<file path="src/rtl/simt_lane.sv">
module simt_lane #(
  parameter int DATA_W = 32,
  parameter int WARP_W = 5,
  parameter int DEPTH  = 8
) (
  input  logic              clk,
  input  logic              rst,
  input  logic              iss_valid,
  input  logic [WARP_W-1:0] iss_warp,
  input  logic [1:0]        iss_tid,
  input  logic [1:0]        iss_op,
  input  logic [DATA_W-1:0] iss_a,
  input  logic [DATA_W-1:0] iss_b,
  input  logic [DATA_W-1:0] iss_c,
  output logic              wb_valid,
  output logic [WARP_W-1:0] wb_warp,
  output logic [1:0]        wb_tid,
  output logic [DATA_W-1:0] wb_data
);
  localparam int CNT_W = $clog2(DEPTH + 1) + 1;
  localparam logic [1:0] OP_ADD = 2'b00, OP_MUL = 2'b01, OP_MAD = 2'b10;

  logic [DEPTH-1:0]  v;
  logic [WARP_W-1:0] w   [DEPTH];
  logic [1:0]        t   [DEPTH];
  logic [DATA_W-1:0] r   [DEPTH];

  logic [1:0]        op0;
  logic [DATA_W-1:0] a0, b0, c0;
  logic [DATA_W-1:0] c1;
  logic              addc1;

  always_ff @(posedge clk) begin
    if (rst) v <= '0;
    else     v <= {v[DEPTH-2:0], iss_valid};
  end

  always_ff @(posedge clk) begin
    w[0] <= iss_warp;
    t[0] <= iss_tid;
    op0  <= iss_op;
    a0   <= iss_a;
    b0   <= iss_b;
    c0   <= iss_c;
    r[0] <= '0;
  end

  always_ff @(posedge clk) begin
    w[1]  <= w[0];
    t[1]  <= t[0];
    c1    <= c0;
    addc1 <= (op0 == OP_MAD);
    case (op0)
      OP_ADD:  r[1] <= a0 + b0;
      OP_MUL,
      OP_MAD:  r[1] <= a0 * b0;
      default: r[1] <= a0;
    endcase
  end

  always_ff @(posedge clk) begin
    w[2] <= w[1];
    t[2] <= t[1];
    r[2] <= addc1 ? r[1] + c1 : r[1];
  end

  for (genvar k = 3; k < DEPTH; k++) begin : g_delay
    always_ff @(posedge clk) begin
      w[k] <= w[k-1];
      t[k] <= t[k-1];
      r[k] <= r[k-1];
    end
  end

  assign wb_valid = v[DEPTH-1];
  assign wb_warp  = w[DEPTH-1];
  assign wb_tid   = t[DEPTH-1];
  assign wb_data  = r[DEPTH-1];

  logic [CNT_W-1:0] inflight, since_rst;

  always_ff @(posedge clk) begin
    if (rst) begin
      inflight  <= '0;
      since_rst <= '0;
    end else begin
      inflight <= inflight + CNT_W'(iss_valid) - CNT_W'(wb_valid);
      if (since_rst < CNT_W'(DEPTH)) since_rst <= since_rst + 1'b1;
    end
  end

  p_reset_clears_r1: assert property (@(posedge clk) rst |=> !wb_valid);

  p_no_early_output_r1: assert property (@(posedge clk) disable iff (rst)
    (since_rst < CNT_W'(DEPTH)) |-> !wb_valid);

  p_inflight_bound_r11: assert property (@(posedge clk) disable iff (rst)
    inflight <= CNT_W'(DEPTH));

  p_issue_group_r10: assert property (@(posedge clk) disable iff (rst)
    (iss_valid && iss_tid != 2'd0) |-> ($past(iss_valid) &&
      iss_warp == $past(iss_warp) && iss_tid == $past(iss_tid) + 2'd1));

  p_wb_group_r10: assert property (@(posedge clk) disable iff (rst)
    (wb_valid && wb_tid != 2'd0) |-> ($past(wb_valid) &&
      wb_warp == $past(wb_warp) && wb_tid == $past(wb_tid) + 2'd1));

  p_group_completes_r7: assert property (@(posedge clk) disable iff (rst)
    (wb_valid && wb_tid != 2'd3) |=> wb_valid);
endmodule

</file>
<file path="config.mk">
export PLATFORM = sky130hd
export DESIGN_NAME = simt_lane
export DESIGN_NICKNAME = d
export VERILOG_FILES = /design/src/rtl/simt_lane.sv
export SDC_FILE = /design/constraint.sdc
export NUM_CORES = 2
export LEC_CHECK = 0
export ABC_CLOCK_PERIOD_IN_PS = 16800
export BUFFER_PORTS_ARGS = -buffer_cell sky130_fd_sc_hd__buf_2
export CAP_MARGIN = 5
export CORE_ASPECT_RATIO = 1.75
export CORE_MARGIN = 10
export CORE_UTILIZATION = 60
export DETAILED_ROUTE_END_ITERATION = 12
export GPL_TIMING_DRIVEN = 0
export PLACE_DENSITY_LB_ADDON = 0.25
export SETUP_SLACK_MARGIN = 0.15
export SLEW_MARGIN = 20
export SYNTH_ARGS = -nofsm -noshare
export SYNTH_HDL_FRONTEND = slang
export SYNTH_SLANG_ARGS = --single-unit
</file>
<file path="constraint.sdc">
create_clock -name clk -period 16.8 [get_ports clk]
set_input_delay 0.84 -clock clk [delete_from_list [all_inputs] [get_ports clk]]
set_output_delay 0.84 -clock clk [all_outputs]
set_load 0.02 [all_outputs]
</file>
# After elaboration in Yosys (flattened, before gate mapping)
# Memory sizes are Yosys's and may differ from the RTL's.
# Cells that the tools add are included.
[word_totals] register_bits=139 ram_bits=312 in_bits=108 output_inout_bits=40 elab_cells=28 memories=3
[mem_list] name="r" depth=8 word_bits=32 rd=7 rd_clocked_by_memory_dff=0 write_ports=8 line_no="26" text="logic [DATA_W-1:0] r [DEPTH];"
[mem_list] name="w" depth=8 word_bits=5 rd=8 rd_clocked_by_memory_dff=0 write_ports=8 line_no="24" text="logic [WARP_W-1:0] w [DEPTH];"
[mem_list] name="t" depth=8 word_bits=2 rd=8 rd_clocked_by_memory_dff=0 write_ports=8 line_no="25" text="logic [1:0] t [DEPTH];"
[classes] n_addsub=2 mul=1 n_eq_ne=2 n_mux=8 n_bitwise=2 n_reduce_logical=3
[ops] cell="32-bit 2-to-1 mux" n=3
[ops] cell="32-bit adder" n=2
[ops] cell="32-bit by 32-bit multiplier with 32-bit output" n=1
[ops] cell="1-bit 2-to-1 mux" n=5
[ops] cell="3-bit OR reduction" n=1
[ops] cell="2-bit by 1-bit == test with 1-bit output (second input constant)" n=1
[ops] cell="2-bit == test (second input constant)" n=1
[ops] cell="2-bit zero test" n=1
[ops] cell="1-bit bitwise OR" n=2
[ops] cell="2-bit OR reduction" n=1

# Logic depth before layout (Yosys ltp)
[logic_depth] word_depth=6 ltp_mapped=27

# Worst setup path after synthesis
# Ideal clock, no wire load.
[synth_timing] path_kind="reg2reg" from="register a0[12]" to="memory r[1][27], in the netlist r[0][59]" setup_time_ps=115 arrival_ps=6652 required_time_ps=16685 path_slack_ps=10033 stages_incl_launch_ff=26 synth_period_minus_slack_ps=6767 path_cell_list="dfxtp_1 > clkbuf_1 > clkbuf_1 > and2_1 > fa_1 > fa_1 > fa_1 > inv_1 > fa_1 > inv_1 > fa_1 > inv_1 > fa_1 > inv_1 > fa_1 > fa_1 > ha_1 > a21o_1 > a21o_1 > a21oi_1 > o221ai_1 > or2_1 > a31oi_1 > xor2_1 > o21ai_1 > o21a_1"
[synth_rtl] item="start: declaration" line_no="29" text="logic [DATA_W-1:0] a0, b0, c0;"
[synth_rtl] item="start signal: assignment" line_no="42" text="a0 <= iss_a;"
[synth_rtl] item="end: declaration" line_no="26"

==> flow_summary.ini <==
[outcome]
status = finished clean

[cts]
ctsResizeCount = 0
cts_root_buf = clkbuf_16
cts_setup_buffers = 0
cts.clk_slew.worst_paths_ps = 70
clockBufferDepth = 3
cts_tree = yes
cts_sinks = 419
clk_latency_ps = 570
holdBufCountCts = 0
cts-htree-levels = 2
cts_inserted_buffers = 37

[floorplanning]
die_area_sq_um = 56500
start_util = 0.604
die_w_um = 184
core_sq_um = 46800
die_y_um = 307
io-pin-count = 148
fp-row-count = 105

[setup_path]
worstPathMaxFanout = 10
cp-start-kind = flip-flop
r2r-end = r[0][59]
end_kind = flip-flop
cpMostUsedCell = fa_1
reg2reg_depth = 25
crit_start = a0[12]
cpMaxStageDelayCell = clkbuf_1
ff2ff_setup_slack_ps = 7980
required_ps = 17260
path_class = reg2reg
cp_num_cells = 25
critPathMaxStageDelay_ps = 700
crit_buf_inv = 6
cp_top_family = adder cells
crit_end = r[0][59]
rr_startpoint = a0[12]
critPathArrivalTime_ps = 9290

[global_routing]
antenna_found_initial = 5
grtUsageTotal = 0.321
grt_util_met3 = 0.0660
gr-usage-met2 = 0.562
use_met1 = 0.310
grt_max_degree = 19
overflow = 0
grt_pass1_vias = 22821
grt_pass1_wl_um = 133000
busiest_layer = met2

[final_layout]
multiInputGateArea_sq_um = 17700
design_area_sq_um = 31000
drive_above_1_share = 0.100
ff_latch_area_sq_um = 8390
final_net_count = 3645
nFillCells = 3815
area_delta_synth_final_pct = 9.82

[worst_hold_path]
hp-class = reg2reg

[timing]
tightest_slew_ps = 1230
period_needed_ps = 8820
maxSlewHeadroom = 0.180
fin_skew_ps = 37.6
hold_viol_final = 0
fmax_ghz = 0.113
setup_tns_ps = 0
post-route-period-util = 0.525
report.final.slew_viol_count = 0
setup_viol = 0
rsz0062_at_grt = false

[drt]
drt_iter0_markers = 1316
wl_um = 88500
drtAntennaViolNets = 0
wl_per_cell_um = 24.9
drtPass1Iterations = 6
drc = 0
drt-vias-per-instance = 5.73
via_count = 20390

[synthesis]
synth_ff_type = dfxtp_1
synth_edf_count = 0
ys_seq_area_frac = 0.297
synthCells = 2754
synth_fp_nets = 3459
syn_area_sq_um = 28300
ys_async_sr_fraction = 0
syn_avg_cell_area_sq_um = 10.3
ys_warn_count = 0
synth_cell_types = 68
ys_seq_elements = 419

[run]
cap_viol_max_count = 0

[place]
io_buffer_count = 147
gp_congestion = 1.03
dp_hpwl_um = 71300
place_area_sq_um = 29700
synthesized netlist by cell type, drive strengths merged, types with 23 or more instances:
library cell | n | share of area
a21o | 37 | 0.0099
a21oi | 89 | 0.016
and2 | 302 | 0.067
buf | 43 | 0.011
clkbuf | 99 | 0.013
dfxtp | 419 | 0.30
fa | 410 | 0.29
ha | 187 | 0.083
inv | 406 | 0.054
mux2 | 23 | 0.0092
nand2 | 270 | 0.036
nor2 | 67 | 0.0089
o21ai | 66 | 0.012
xnor2 | 97 | 0.030
xor2 | 35 | 0.011
worst min-delay path by stage:
stage,end,slack (ps),cells after the start,start
floorplan,c1[0],310,0,c0[0]
global placement,t[0][2],310,0,t[0][0]
detailed placement,r[1][57],310,0,r[1][25]
CTS,r[2][16],310,0,r[1][48]
global route,r[2][18],320,0,r[1][50]
finish,r[3][44],310,0,r[3][12]
metal layers:
metal	vias to the layer above	part of all wire
li1	8853	-
met1	10097	0.31
met2	989	0.50
met3	451	0.073
met4	0	0.11
met5	-	0
cell type report:
class                           instances  share of cell area
Inverter                              408              0.0493
Timing Repair Buffer                  147              0.0237
Tap cell                              588              0.0237
Antenna cell                            2            0.000161
Sequential cell                       419               0.270
Clock buffer                           45              0.0321
Buffer                                142              0.0220
Clock inverter                         22             0.00967
Multi-Input combinational cell       1785               0.569
cells by family after synthesis:
logic type | synth area share
AND/OR/NAND/NOR | 0.130
adder cells (fa/ha/maj) | 0.373
buffers and inverters | 0.0782
flip-flops | 0.297
AO/OA/AOI/OAI | 0.0703
XOR/XNOR | 0.0409
multiplexers | 0.0109
sequential cells by signal, indices dropped and copies added (netlist names):
name and count:
w 40, a0 32, op0 2, c1 32, v 8, t 16
b0 32, c0 32, r 224, addc1 1
cells in the final DEF (no fill, tap or decap), types with 18 or more instances in the layout:
cell / count
dfxtp_1: 419
clkbuf_16: 37
nor2_1: 67
a211oi_1: 18
nand2_1: 270
and2_1: 302
xor2_1: 35
fa_1: 410
xnor2_1: 97
ha_1: 187
buf_4: 39
a21o_1: 35
buf_2: 147
o21ai_0: 51
inv_1: 406
mux2_2: 23
clkbuf_1: 101
a21oi_1: 88
o21a_1: 21
per-stage QoR:
stage	utilization	setup slack (ps)	std cells	hold slack, ps
floorplan	-	10030	2754	310
global placement	0.636	8310	3489	310
detailed placement	0.636	8240	3489	312
CTS	0.664	8210	3556	311
global route	0.664	7790	3556	324
finish	0.664	7980	3558	312
Power is not shown: default switching activity piles up to over one toggle a cycle in this logic, so the estimate is an artifact.
